--- config.mk ---
export PLATFORM = sky130hd
export DESIGN_NAME = rgmii_clkgen
export DESIGN_NICKNAME = d
export VERILOG_FILES = /design/src/rtl/rgmii_clk_pkg.sv /design/src/rtl/rgmii_spd_select.sv /design/src/rtl/rgmii_clk_divider.sv /design/src/rtl/rgmii_clkgen.sv
export SDC_FILE = /design/constraint.sdc
export NUM_CORES = 1
export LEC_CHECK = 0
export BUFFER_PORTS_ARGS = -buffer_cell sky130_fd_sc_hd__buf_2
export CELL_PAD_IN_SITES_DETAIL_PLACEMENT = 2
export CELL_PAD_IN_SITES_GLOBAL_PLACEMENT = 2
export CORE_MARGIN = 5
export CORE_UTILIZATION = 34
export CTS_CLUSTER_SIZE = 40
export DETAILED_ROUTE_END_ITERATION = 16
export GPL_ROUTABILITY_DRIVEN = 0
export PLACE_DENSITY = 0.74
export SETUP_SLACK_MARGIN = 0.5
export SYNTH_ARGS = -nofsm -noshare
export SYNTH_HDL_FRONTEND = slang
export SYNTH_SLANG_ARGS = --single-unit
export TNS_END_PERCENT = 30
--- constraint.sdc ---
create_clock -name clk_base -period 6.4 [get_ports clk_base]
set_input_delay 1.28 -clock clk_base [delete_from_list [all_inputs] [get_ports clk_base]]
set_output_delay 1.28 -clock clk_base [all_outputs]
set_load 0.05 [all_outputs]
--- src/rtl/rgmii_clk_pkg.sv ---
package rgmii_clk_pkg;

  typedef enum logic [1:0] {
    SPD_10   = 2'b00,
    SPD_100  = 2'b01,
    SPD_1000 = 2'b10,
    SPD_RSVD = 2'b11
  } speed_e;

  // Base cycles per half-period for a given speed.
  function automatic int unsigned half_len(speed_e s, int unsigned h_gig,
                                           int unsigned h_fast, int unsigned h_slow);
    case (s)
      SPD_1000: return h_gig;
      SPD_100:  return h_fast;
      default:  return h_slow;
    endcase
  endfunction

  function automatic logic code_legal(logic [1:0] c);
    return c != 2'b11;
  endfunction

endpackage

--- src/rtl/rgmii_spd_select.sv ---
module rgmii_spd_select
  import rgmii_clk_pkg::*;
(
  input  logic       clk,
  input  logic       rst_n,
  input  logic       strap_gig,
  input  logic       wr_en,
  input  logic [1:0] wr_code,
  output speed_e     strap_spd,
  output speed_e     req_spd,
  output logic       wr_taken
);

  assign strap_spd = strap_gig ? SPD_1000 : SPD_100;
  assign wr_taken  = wr_en && code_legal(wr_code);

  always_ff @(posedge clk) begin
    if (!rst_n)        req_spd <= strap_spd;
    else if (wr_taken) req_spd <= speed_e'(wr_code);
  end

  AST_RSVD_IGNORED: assert property (@(posedge clk) disable iff (!rst_n)
    (wr_en && wr_code == 2'b11) |=> $stable(req_spd));

  AST_WR_LOAD: assert property (@(posedge clk) disable iff (!rst_n)
    (wr_en && wr_code != 2'b11) |=> (req_spd == speed_e'($past(wr_code))));

endmodule

--- src/rtl/rgmii_clk_divider.sv ---
module rgmii_clk_divider
  import rgmii_clk_pkg::*;
#(
  parameter int unsigned HALF_GIG  = 1,
  parameter int unsigned HALF_FAST = 5,
  parameter int unsigned HALF_SLOW = 50
) (
  input  logic   clk,
  input  logic   rst_n,
  input  speed_e init_spd,
  input  speed_e req_spd,
  output logic   clk_q,
  output speed_e act_spd,
  output logic   applied,
  output logic   phase_end,
  output logic   chg_pend
);

  localparam int unsigned CW = $clog2(HALF_SLOW + 1);

  logic [CW-1:0] cnt_q;
  logic [CW-1:0] lim_act;
  logic [CW-1:0] lim_req;
  logic          stretch;

  assign lim_act   = CW'(half_len(act_spd, HALF_GIG, HALF_FAST, HALF_SLOW));
  assign lim_req   = CW'(half_len(req_spd, HALF_GIG, HALF_FAST, HALF_SLOW));
  assign phase_end = (cnt_q == lim_act - CW'(1));
  assign chg_pend  = (req_spd != act_spd);
  assign stretch   = chg_pend && (lim_req > lim_act);

  always_ff @(posedge clk) begin
    if (!rst_n) begin
      cnt_q   <= '0;
      clk_q   <= 1'b0;
      act_spd <= init_spd;
      applied <= 1'b0;
    end else begin
      applied <= 1'b0;
      if (phase_end) begin
        if (chg_pend) begin
          act_spd <= req_spd;
          applied <= 1'b1;
        end
        if (stretch) begin
          cnt_q <= cnt_q + CW'(1);
        end else begin
          cnt_q <= '0;
          clk_q <= ~clk_q;
        end
      end else begin
        cnt_q <= cnt_q + CW'(1);
      end
    end
  end

  AST_APPLY_AT_END: assert property (@(posedge clk) disable iff (!rst_n)
    applied |-> $past(phase_end));

  AST_APPLIED_CHG: assert property (@(posedge clk) disable iff (!rst_n)
    applied |-> (act_spd != $past(act_spd)));

  AST_ACT_HOLD: assert property (@(posedge clk) disable iff (!rst_n)
    !applied |-> $stable(act_spd));

endmodule

--- src/rtl/rgmii_clkgen.sv ---
module rgmii_clkgen
  import rgmii_clk_pkg::*;
#(
  parameter int unsigned HALF_GIG  = 1,
  parameter int unsigned HALF_FAST = 5,
  parameter int unsigned HALF_SLOW = 50
) (
  input  logic       clk_base,
  input  logic       rst_n,
  input  logic       strap_gig,
  input  logic       spd_wr,
  input  logic [1:0] spd_code,
  output logic       rgmii_clk_o,
  output logic [1:0] spd_now_o,
  output logic       spd_applied_o
);

  speed_e strap_spd;
  speed_e req_spd;
  speed_e act_spd;
  logic   wr_taken;
  logic   phase_end;
  logic   chg_pend;

  rgmii_spd_select u_sel (
    .clk       (clk_base),
    .rst_n     (rst_n),
    .strap_gig (strap_gig),
    .wr_en     (spd_wr),
    .wr_code   (spd_code),
    .strap_spd (strap_spd),
    .req_spd   (req_spd),
    .wr_taken  (wr_taken)
  );

  rgmii_clk_divider #(
    .HALF_GIG  (HALF_GIG),
    .HALF_FAST (HALF_FAST),
    .HALF_SLOW (HALF_SLOW)
  ) u_div (
    .clk       (clk_base),
    .rst_n     (rst_n),
    .init_spd  (strap_spd),
    .req_spd   (req_spd),
    .clk_q     (rgmii_clk_o),
    .act_spd   (act_spd),
    .applied   (spd_applied_o),
    .phase_end (phase_end),
    .chg_pend  (chg_pend)
  );

  assign spd_now_o = act_spd;

  // Level-length observer: times each output level independently of the divider counter.
  logic        prev_clk;
  logic        lvl_chg;
  int unsigned plen;
  speed_e      pspd;
  logic        chg_seen;
  logic        tog;

  assign tog = (rgmii_clk_o != prev_clk);

  always_ff @(posedge clk_base) begin
    if (!rst_n) begin
      prev_clk <= 1'b0;
      plen     <= 0;
      pspd     <= act_spd;
      chg_seen <= 1'b0;
    end else begin
      prev_clk <= rgmii_clk_o;
      if (tog) begin
        plen     <= 1;
        pspd     <= act_spd;
        chg_seen <= 1'b0;
      end else begin
        plen <= plen + 1;
        if (spd_applied_o) chg_seen <= 1'b1;
      end
    end
  end

  assign lvl_chg = chg_seen || spd_applied_o;

  AST_PHASE_MIN: assert property (@(posedge clk_base) disable iff (!rst_n)
    tog |-> (plen >= half_len(pspd, HALF_GIG, HALF_FAST, HALF_SLOW)));

  AST_STEADY_HALF: assert property (@(posedge clk_base) disable iff (!rst_n)
    (tog && !lvl_chg) |-> (plen == half_len(pspd, HALF_GIG, HALF_FAST, HALF_SLOW)));

endmodule

==> impl_metrics.csv <==
group,metric,value,unit
worst_setup_path,worstPathArrival,2.40,ns
clock_network,post_cts_buffers,0,
global_route,grt_antenna_before_repair,0,
place,placed_cells,99,
worst_setup_path,startpoint_type,"flip-flop",
final_layout,finalNonFillerCells,103,
yosys,synth_compound_area_share,11.7,%
clock_network,numClockSinks,12,
yosys,synth_commonest_cells,"nand2_1, dfxtp_1, inv_1, nor2_1, ha_1",
route,drt_iter0_drc,8,
route,dr_total_vias,505,
yosys,async_reset_ff_share,0,%
worst_setup_path,path_buf_inv,1,
yosys,netlist.area_leader.share,25.8,%
floorplan,die_h,52.7,um
yosys,synth-seq-cells,12,
global_route,grtUsageTotal,12.8,%
clock_network,clockBufferDepth,2,
worst_setup_path,critPathRequiredTime,6.38,ns
route,ant_nets,0,
route,vias_per_cell,4.90,
yosys,ys_warn_count,0,
place,hpwl,1.13,mm
route,drcViolationCount,0,
yosys,synth_area_leader_cell,"dfxtp_1",
global_route,grt_first_pass_wirelength,2.53,mm
yosys,syn_area,621,sq um
timing,setup_tns,0,ns
yosys,synth_cell_types,22,
floorplan,start_util,35.9,%
yosys,synth-main-ff-cell,"dfxtp_1",
floorplan,core_area,1730,sq um
global_route,grt_max_degree,12,
worst_setup_path,crit_fanout,4,
clock_network,clk_pin_slew,0.08,ns
clock_network,ctsHoldBuffers,0,
final_layout,layout-drive-gt1-share,19.2,%
place,post_dp_cell_area,693,sq um
clock_network,cts_resized,0,
final_layout,n_antenna_cell,0,
yosys,yosysMostFrequentCell,"nand2_1",
route,drt-total-wl,1.44,mm
yosys,synth_top_family_by_area,"simple AND/OR/NAND/NOR gates",
worst_setup_path,cp_cell_sequence,"inv_1, ha_1, or4_1, a2111o_1, a21o_2, nand2_1",
global_route,grt_overflow_total,0,
yosys,yosys.area_share.adder,12.1,%
yosys,yosys-top-cells-area,"dfxtp_1, edfxtp_1, ha_1",
place,io_buffers,9,
floorplan,rows,15,
timing,period_share,37.8,%
timing,tightest_slew,0.575,ns
yosys,synth_edf_count,4,
final_layout,final_cell_area,729,sq um
worst_setup_path,end_kind,"flip-flop",
yosys,synth_xor_area_share,9.88,%
final_layout,utilization,42.2,%
worst_setup_path,crit_type,"flip-flop to flip-flop",
timing,worst_clock_skew,0.00594,ns
min_path,hold_class,"flip-flop to flip-flop",
pwr,leakagePower,0.338,nW
clock_network,htreeDepth,1,
yosys,postSynthAreaPerCell,9.40,sq um
worst_setup_path,crit_path_max_incr_delay,0.52,ns
pwr,vdd.ir_drop.worst,0.122,mV
clock_network,cts_tree,"built",
worst_setup_path,cp_top_family,"compound AO/OA/AOI/OAI gates",
timing,slew_viol_final,0,
timing,layout_min_cycle_time,2.42,ns
route,wire_per_inst,14.0,um
final_layout,syn_to_final_growth,17.5,%
global_route,first_global_vias,581,
flow_run,cap_violations,0,
final_layout,nets,91,
pwr,power_density,372,nW/um^2
outcome,status,"completed",
timing,fmax,414,MHz
clock_network,cts_root_buf,"clkbuf_4",
timing,hold_violations,0,
floorplan,dieArea,2780,sq um
yosys,seq_area_frac_synth,45.2,%
clock_network,insertion_delay,0.27,ns
timing,rsz0062_at_grt,"no",
yosys,syn_nets,78,
yosys,synth_mux_area_share,0,%
floorplan,ios,10,
timing,relSlewSlack,61.6,%
timing,finalSetupViolCount,0,
yosys,syn_inst,66,
final_layout,filler_cell_count,209,
pwr,finalPower,0.271,mW
worst_setup_path,crit_slowest_cell,"or4_1",
yosys,synth-simple-area-share,16.3,%
clock_network,cts_made_buffers,3,
route,drt_pre_antenna_iters,4,
floorplan,fp.dieW,52.7,um
[state kept, by name (all words and copies together) (netlist names)]
| register | cells |
|---|---|
| u_sel.req_spd | 2 |
| u_div.applied | 1 |
| u_div.act_spd | 2 |
| u_div.cnt_q | 6 |
| u_div.clk_q | 1 |
[cell type report]
class,count,area [sq um],area share [%]
Tap cell,25,31.3,4.29
Clock buffer,4,36.3,4.97
Multi-Input combinational cell,46,310,42.5
Timing Repair Buffer,9,45.0,6.17
Sequential cell,12,280,38.4
Inverter,7,26.3,3.60
[final timing paths]
path	slack, ns	end	start	cells past startpoint
setup / recovery	3.98	u_div.act_spd[0]	u_div.act_spd[0]	6
hold / removal	0.52	u_div.cnt_q[0]	u_div.cnt_q[0]	1
setup reg to reg	3.98	u_div.act_spd[0]	u_div.act_spd[0]	6
hold reg to reg	0.52	u_div.cnt_q[0]	u_div.cnt_q[0]	1
[power breakdown]
| group | internal, mW | switching (mW) | total, mW |
|---|---|---|---|
| clock | 0.0346 | 0.0258 | 0.0603 |
| combinational | 0.0346 | 0.0657 | 0.100 |
| sequential | 0.0949 | 0.0159 | 0.111 |
| total | 0.164 | 0.107 | 0.271 |
[cell usage in the layout, fill, tap and decap left out]
| cell | count |
|---|---|
| nand2_1 | 9 |
| buf_2 | 9 |
| dfxtp_1 | 8 |
| inv_1 | 7 |
| nor2_1 | 7 |
| ha_1 | 6 |
| xor2_1 | 4 |
| edfxtp_1 | 4 |
| o21ai_0 | 3 |
| xnor2_1 | 3 |
| nand3_1 | 3 |
| clkbuf_4 | 3 |
| nand4_1 | 1 |
| or4_1 | 1 |
| a2111o_1 | 1 |
| a21o_2 | 1 |
| a21oi_1 | 1 |
| a221oi_1 | 1 |
| o21ai_2 | 1 |
| and3_1 | 1 |
| nand2b_1 | 1 |
| o211ai_1 | 1 |
| o31ai_1 | 1 |
| clkbuf_8 | 1 |
[kinds of logic (layout without fill, tap and decap cells)]
logic type	Yosys count	after routing
adders and majority gates	6	6
xor gates and xnor gates	7	7
DFF	12	12
and+or+nand+nor	23	23
buffers and inverters	8	20
AOI/OAI and AO/OA	10	10
[stage by stage]
step | worst slack, ns | hold WS, ns
2_1_floorplan | 3.76 | 0.450
3_3_place_gp | 4.04 | 0.489
3_5_place_dp | 3.99 | 0.505
4_1_cts | 3.97 | 0.525
5_1_grt | 3.86 | 0.561
6_report | 3.98 | 0.519
[worst reg2reg max path, delay by kind of cell (launching register included)]
family          cells  cell delay [ns]
simple gates        2             0.63
flops               1             0.41
fa+ha+maj           1             0.32
buf+inv             1             0.06
compound gates      2             0.71
[metal layers]
metal / up-vias / routed length (um) / global-route usage [%]
li1: 250 / - / -
met1: 247 / 691 / 15.7
met2: 6 / 703 / 21.1
met3: 2 / 36 / 2.56
met4: 0 / 12 / 6.38
met5: - / 0 / 0
Power figures use the tool's default switching activity.
